==> config.mk <==
export PLATFORM = sky130hd
export DESIGN_NAME = rdc_thermal_counter
export DESIGN_NICKNAME = d
export VERILOG_FILES = /design/src/rtl/rdc_pkg.sv /design/src/rtl/rdc_sync_edge.sv /design/src/rtl/rdc_sat_counter.sv /design/src/rtl/rdc_window_ctrl.sv /design/src/rtl/rdc_thermal_counter.sv
export SDC_FILE = /design/constraint.sdc
export NUM_CORES = 1
export LEC_CHECK = 0
export ABC_CLOCK_PERIOD_IN_PS = 9400
export BUFFER_PORTS_ARGS = -buffer_cell sky130_fd_sc_hd__buf_2
export CAP_MARGIN = 20
export CORE_ASPECT_RATIO = 0.7
export CORE_MARGIN = 1.5
export CORE_UTILIZATION = 60
export DETAILED_ROUTE_END_ITERATION = 12
export PLACE_DENSITY_LB_ADDON = 0.05
export SYNTH_ARGS = -nofsm -noshare
export SYNTH_HDL_FRONTEND = slang
export SYNTH_SLANG_ARGS = --single-unit
==> constraint.sdc <==
create_clock -name clk -period 9.4 [get_ports clk]
set_input_delay 0.47 -clock clk [delete_from_list [all_inputs] [get_ports clk]]
set_output_delay 0.47 -clock clk [all_outputs]
set_load 0.03 [all_outputs]
==> src/rtl/rdc_pkg.sv <==
package rdc_pkg;

  // Clamp a tile divider into the supported range.
  function automatic int unsigned clamp_div(int unsigned d, int unsigned lo, int unsigned hi);
    if (d < lo) return lo;
    if (d > hi) return hi;
    return d;
  endfunction

  // Fixed-point reciprocal ceil(2^k / d). It is exact for floor(x/d) whenever x*(d-1) < 2^k.
  function automatic longint unsigned recip_const(int unsigned d, int unsigned k);
    longint unsigned one_k;
    one_k = 64'd1 << k;
    return (one_k + longint'(d) - 64'd1) / longint'(d);
  endfunction

endpackage

==> src/rtl/rdc_sync_edge.sv <==
module rdc_sync_edge (
  input  logic clk,
  input  logic rst_n,
  input  logic async_i,
  output logic rise_o
);
  // Stages [0] and [1] form the synchroniser; [2] is the history used for edge detection.
  logic [2:0] sh_q;

  always_ff @(posedge clk or negedge rst_n) begin
    if (!rst_n) sh_q <= '0;
    else        sh_q <= {sh_q[1:0], async_i};
  end

  assign rise_o = sh_q[1] & ~sh_q[2];
endmodule

==> src/rtl/rdc_sat_counter.sv <==
module rdc_sat_counter #(
  parameter int W = 16
) (
  input  logic         clk,
  input  logic         rst_n,
  input  logic         clr_i,
  input  logic         inc_i,
  output logic [W-1:0] cnt_o,
  output logic [W-1:0] nxt_o
);
  localparam logic [W-1:0] TOP = '1;

  always_comb begin
    if (clr_i)                      nxt_o = '0;
    else if (inc_i && cnt_o != TOP) nxt_o = cnt_o + W'(1);
    else                            nxt_o = cnt_o;
  end

  always_ff @(posedge clk or negedge rst_n) begin
    if (!rst_n) cnt_o <= '0;
    else        cnt_o <= nxt_o;
  end
endmodule

==> src/rtl/rdc_window_ctrl.sv <==
module rdc_window_ctrl #(
  parameter int WIN_W  = 16,
  parameter int DIV_W  = 5,
  parameter int DIV_LO = 2,
  parameter int DIV_HI = 16,
  parameter int NW     = WIN_W + $clog2(DIV_HI + 1)
) (
  input  logic             clk,
  input  logic             rst_n,
  input  logic             start_i,
  input  logic [WIN_W-1:0] win_ref_i,
  input  logic [DIV_W-1:0] clk_div_i,
  output logic             busy_o,
  output logic [NW-1:0]    left_o,
  output logic             last_o,
  output logic             done_o
);
  localparam int FRAC_W  = NW + $clog2(DIV_HI);
  localparam int PROD_W  = NW + FRAC_W;
  localparam int NUM_DIV = DIV_HI - DIV_LO + 1;
  localparam int IDX_W   = (NUM_DIV > 1) ? $clog2(NUM_DIV) : 1;

  // Reciprocal table: one entry per legal divider.
  logic [FRAC_W-1:0] recip_lut [NUM_DIV];
  for (genvar g = 0; g < NUM_DIV; g++) begin : g_lut
    assign recip_lut[g] = FRAC_W'(rdc_pkg::recip_const(g + DIV_LO, FRAC_W));
  end

  logic [DIV_W-1:0]  div_cl;
  logic [IDX_W-1:0]  div_idx;
  logic [NW-1:0]     ref_mul;
  logic [PROD_W-1:0] prod;
  logic [NW-1:0]     scaled;
  logic [NW-1:0]     n_new;

  assign div_cl  = DIV_W'(rdc_pkg::clamp_div(int'(clk_div_i), DIV_LO, DIV_HI));
  assign div_idx = IDX_W'(div_cl - DIV_W'(DIV_LO));
  assign ref_mul = NW'(win_ref_i) * NW'(DIV_HI);
  assign prod    = PROD_W'(ref_mul) * PROD_W'(recip_lut[div_idx]);
  assign scaled  = NW'(prod >> FRAC_W);
  assign n_new   = (scaled == '0) ? NW'(1) : scaled;

  assign last_o = busy_o && (left_o == NW'(1)) && !start_i;

  always_ff @(posedge clk or negedge rst_n) begin
    if (!rst_n) begin
      busy_o <= 1'b0;
      left_o <= '0;
      done_o <= 1'b0;
    end else begin
      done_o <= last_o;
      if (start_i) begin
        busy_o <= 1'b1;
        left_o <= n_new;
      end else if (last_o) begin
        busy_o <= 1'b0;
        left_o <= '0;
      end else if (busy_o) begin
        left_o <= left_o - NW'(1);
      end
    end
  end
endmodule

==> src/rtl/rdc_thermal_counter.sv <==
module rdc_thermal_counter #(
  parameter int CNT_W  = 16,
  parameter int WIN_W  = 16,
  parameter int DIV_W  = 5,
  parameter int DIV_LO = 2,
  parameter int DIV_HI = 16
) (
  input  logic                    clk,
  input  logic                    rst_n,
  input  logic                    start_i,
  input  logic [WIN_W-1:0]        win_ref_i,
  input  logic [DIV_W-1:0]        clk_div_i,
  input  logic                    osc_a_i,
  input  logic                    osc_b_i,
  output logic signed [CNT_W:0]   diff_o,
  output logic                    done_o
);
  localparam int NW  = WIN_W + $clog2(DIV_HI + 1);
  localparam int NCH = 2;

  logic [NCH-1:0]   osc_raw;
  logic [NCH-1:0]   rise;
  logic [CNT_W-1:0] cnt_q   [NCH];
  logic [CNT_W-1:0] cnt_nxt [NCH];
  logic             busy;
  logic             win_last;
  logic [NW-1:0]    win_left;
  logic [CNT_W-1:0] cnt_a;
  logic [CNT_W-1:0] cnt_b;
  logic signed [CNT_W:0] diff_q;

  assign osc_raw = {osc_b_i, osc_a_i};

  rdc_window_ctrl #(
    .WIN_W(WIN_W), .DIV_W(DIV_W), .DIV_LO(DIV_LO), .DIV_HI(DIV_HI), .NW(NW)
  ) u_win (
    .clk(clk), .rst_n(rst_n), .start_i(start_i),
    .win_ref_i(win_ref_i), .clk_div_i(clk_div_i),
    .busy_o(busy), .left_o(win_left), .last_o(win_last), .done_o(done_o)
  );

  for (genvar g = 0; g < NCH; g++) begin : g_ch
    rdc_sync_edge u_sync (
      .clk(clk), .rst_n(rst_n), .async_i(osc_raw[g]), .rise_o(rise[g])
    );
    rdc_sat_counter #(.W(CNT_W)) u_cnt (
      .clk(clk), .rst_n(rst_n), .clr_i(start_i), .inc_i(rise[g] & busy),
      .cnt_o(cnt_q[g]), .nxt_o(cnt_nxt[g])
    );
  end

  assign cnt_a = cnt_q[0];
  assign cnt_b = cnt_q[1];

  always_ff @(posedge clk or negedge rst_n) begin
    if (!rst_n)        diff_q <= '0;
    else if (win_last) diff_q <= $signed({1'b0, cnt_nxt[0]}) - $signed({1'b0, cnt_nxt[1]});
  end

  assign diff_o = diff_q;
endmodule

==> results.md <==
Setup path:
- The worst register-to-register path ends at diff_o[14].
- The critical path data arrival time is 9090 ps.
- For this design, the slowest cell found on the critical path is sky130_fd_sc_hd__fa_1.
- The required arrival time at the worst endpoint is 9680 ps.
- STA classifies the critical path endpoint as a register.
- In this run the critical register-to-register path is launched from g_ch[1].u_cnt.cnt_o[7].
- The cell occurring most often along the worst timing path is sky130_fd_sc_hd__inv_1.
- The highest fanout seen on the critical path is 10.
- In this design, the stage delay of the slowest critical-path cell is 570 ps.
- The critical path is of the primary input to register type.
- Together, buffers and inverters on the worst path number 9.
- In this design, the largest share of critical-path delay is due to adder cells.
- Setup slack on the worst reg-to-reg path comes out at 3880 ps.
- The path depth of the worst reg2reg path is 19.
- The worst setup path is launched from a primary input.

Clock tree:
- The clock reaches the later pin of the worst-skew pair after 360 ps.
- The maximum clock insertion buffer count is 2.
- The number of setup buffers added after CTS is 0.
- The number of clock buffers added by TritonCTS is 9.
- The clock sink total is 78.
- The root buffer cell chosen for the clock tree is sky130_fd_sc_hd__clkbuf_16.
- After clock tree synthesis, the clock-pin slew on the worst setup and hold paths is 60 ps.
- The TritonCTS clock tree is built.
- In this run the number of H-tree levels came out at 3.

Logic synthesis:
- In this run, synthesis produced a sequential element count of 78.
- In this run the mean area of a mapped cell was 8.64 um2.
- The leading area contributor after synthesis is sky130_fd_sc_hd__fa_1.
- Yosys attributes the largest share of cell area to sky130_fd_sc_hd__fa_1 (37%), sky130_fd_sc_hd__dfrtp_1 (11%), sky130_fd_sc_hd__ha_1 (10%), sky130_fd_sc_hd__inv_1 (9.1%), sky130_fd_sc_hd__nand2_1 (7.0%).
- The net count of the mapped netlist is 2512.
- The sequential fraction of the synthesis area is 11.2%.
- The cell count after synthesis is 2025.
- After synthesis the cells add up to 17500 um2.
- The proportion of netlist area held by the largest area contributor is 36.6%.
- The number of synthesized flops with an enable pin is 0.
- The proportion of register bits with asynchronous set or reset after synthesis is 100%.
- The netlist uses 72 different library cells.
- For this run, the leading register cell type out of synthesis is sky130_fd_sc_hd__dfrtp_1.
- For this run, the number of Yosys warnings is 0.

STA:
- The setup skew after layout is 9.54 ps.
- Summed over all failing endpoints, the final setup total negative slack is 0 ps.
- Dividing the final minimum period by the clock period gives 93.7%.
- The final max-slew violation count is 0.
- Setup violations remaining at the end of the flow were counted as 0.
- The maximum clock rate is 0.114 GHz.
- The minimum period implied by the final worst setup slack is 8810 ps.
- The final number of hold-violating endpoints is 0.
- The worst max-slew margin expressed relative to the limit is 49.5%.
- For the pin with the worst max-slew slack, the measured transition is 738 ps.
- Setup repair after global routing left no endpoint under its margin.

Drt:
- Summed over all layers, the routed wires come to 48000 um.
- The per-cell via count in the routed design is 5.64.
- The number of remaining DRC errors is 0.
- For this run, the detailed router's first-pass iteration total came to 5.
- The remaining antenna violation count is 0.
- Detailed routing inserted a total of 13638 vias.
- The first-iteration detailed-routing DRC count is 1237.
- The average detailed-routed wire length per instance is 19.9 um.

Cells and area:
- Compared with the post-synthesis result, the final layout area differs by 5.80%.
- The number of antenna repair diodes is 0.
- The top cell types in the final layout, fill and taps aside, are sky130_fd_sc_hd__inv_1 (425), sky130_fd_sc_hd__nand2_1 (328), sky130_fd_sc_hd__fa_1 (320).
- For this run, the post-layout net count is 2523.
- The post-route netlist has 6.67% of its cells at a drive strength greater than 1.
- The library cell used most frequently in the layout, excluding fill and tap cells, is sky130_fd_sc_hd__inv_1.
- The number of fill cells is 2512.

Global routing:
- The pin count of the biggest net entering global routing is 79.
- The via count of the first global-routing pass is 13929.
- The global-route usage over all layers is 33.8%.
- The wire length of the first global-routing pass is 78100 um.
- The sum of overflow across all layers after global routing is 0.
- The initial antenna violation count is 0.

Floorplan:
- The floorplan step set the die height to 146 um.
- The die area is 30200 um2.
- The initial utilization of the core area, before any placement, comes to 60.8%.
- The x dimension of the die is 207 um.
- The area of the core is 28800 um2.
- Row generation in the floorplan step produced 52 rows.
- In this run the count of I/O pins placed on the die edge is 44.

Placement:
- The detailed placer's ending HPWL is 38900 um.
- The number of port buffers is 43.
- The weighted congestion at the end of routability-driven global placement is 0.942.

Worst hold path:
- The worst hold path begins at osc_b_i.
- The hold path endpoint is g_ch[1].u_sync.sh_q[0].
- The path class of the tightest hold or removal check is primary input to register.
- Along the worst hold path, the cell count comes to 1.

Run status:
- The flow ran to the end, and the final reports show no timing, DRC or antenna violations.

Flow run:
- Across the run, the number of max-cap violations was 0.
==> worst register-to-register path: stages, from the launching register on <==
cell                       delay [ps]
sky130_fd_sc_hd__dfrtp_1          400
sky130_fd_sc_hd__and4_1           220
sky130_fd_sc_hd__and3_1           220
sky130_fd_sc_hd__and4_1           290
sky130_fd_sc_hd__nand3_1          140
sky130_fd_sc_hd__nor2_1            80
sky130_fd_sc_hd__nor3_1           540
sky130_fd_sc_hd__nand4_1          510
sky130_fd_sc_hd__xnor2_1          260
sky130_fd_sc_hd__or2_2            320
sky130_fd_sc_hd__ha_1             330
sky130_fd_sc_hd__a21boi_0         160
sky130_fd_sc_hd__o21ai_0          270
sky130_fd_sc_hd__a21boi_0         210
sky130_fd_sc_hd__o21ai_0          200
sky130_fd_sc_hd__nand2b_1         130
sky130_fd_sc_hd__a41oi_1          350
sky130_fd_sc_hd__a21oi_1          230
sky130_fd_sc_hd__a211oi_1         450
sky130_fd_sc_hd__o31ai_1          110
==> how the worst max path moves through the flow <==
| stage | startpoint | endpoint | depth (start not counted) |
|---|---|---|---|
| after detailed placement | clk_div_i[3] | u_win.left_o[0] | 36 |
| after global placement | clk_div_i[3] | u_win.left_o[0] | 33 |
| after global routing | clk_div_i[3] | u_win.left_o[0] | 36 |
| after CTS | clk_div_i[3] | u_win.left_o[0] | 36 |
| final | clk_div_i[3] | u_win.left_o[0] | 36 |
| after floorplan | clk_div_i[4] | u_win.left_o[0] | 33 |
==> metal layers <==
layer / global-route usage [%] / vias to the layer above / wire length, um
met2: 44.6 / 582 / 18900
met4: 4.49 / 0 / 461
met3: 14.5 / 46 / 6260
met5: 0 / - / 0
li1: - / 6283 / -
met1: 52.2 / 6727 / 22400
==> state kept, by name (all words and copies together) (netlist names) <==
register	cells
diff_o	17
g_ch.u_cnt.cnt_o	32
g_ch.u_sync.sh_q	6
u_win.busy_o	1
u_win.done_o	1
u_win.left_o	21
==> logic make-up after synthesis <==
| family | after synthesis | share of synthesized area [%] |
|---|---|---|
| compound gates | 227 | 8.94 |
| xor+xnor | 66 | 3.45 |
| fa+ha+maj | 461 | 46.7 |
| buf+inv | 503 | 10.8 |
| flops | 78 | 11.2 |
| mux | 3 | 0.172 |
| simple gates | 687 | 18.8 |
==> area by class of cell <==
type / count / area, um2 / area share [%]
multi-input combinational: 1444 / 13700 / 73.8
clock buffer: 11 / 253 / 1.37
timing repair buffer: 77 / 495 / 2.68
inverter: 426 / 1600 / 8.64
sequential: 78 / 1950 / 10.5
clock inverter: 4 / 70.1 / 0.379
tap: 378 / 473 / 2.56
==> repair_timing <==
item | in CTS | in global routing
setup endpoints to repair | 0 | 1
hold buffers | 0 | 1
gates resized for setup | 0 | 2
hold endpoints to repair | 0 | 8
==> per-stage QoR <==
step / hold slack (ps) / setup slack (ps) / util [%] / cells / instance area (um2)
2_1_floorplan: 174 / 809 / - / 2025 / 17500
3_3_place_gp: 336 / 293 / 63.1 / 2401 / 18100
3_5_place_dp: 335 / 179 / 63.1 / 2401 / 18100
4_1_cts: 214 / 531 / 64.2 / 2416 / 18500
5_1_grt: 217 / 47.6 / 64.4 / 2418 / 18500
6_report: 226 / 594 / 64.4 / 2418 / 18500
==> cells in the mapped netlist (all sizes together), types with 6 or more instances <==
cell type  number
a211oi         10
nor4            6
xor2           21
and3           18
a21oi          48
nor3           26
a211o           7
or2            20
a21boi          6
nor2           69
o21a            6
nand4          17
fa            320
ha            141
nand3          33
and2          129
nand2b         10
o21ai          59
inv           426
dfrtp          78
a21o           21
nand2         328
clkbuf         73
o211ai          7
or3            12
or4             6
xnor2          45
o31ai          11
o2111ai         7
Power is left out: the tool's default activity adds up to more than one toggle a clock period on the data nets, which glitch-free logic cannot reach.
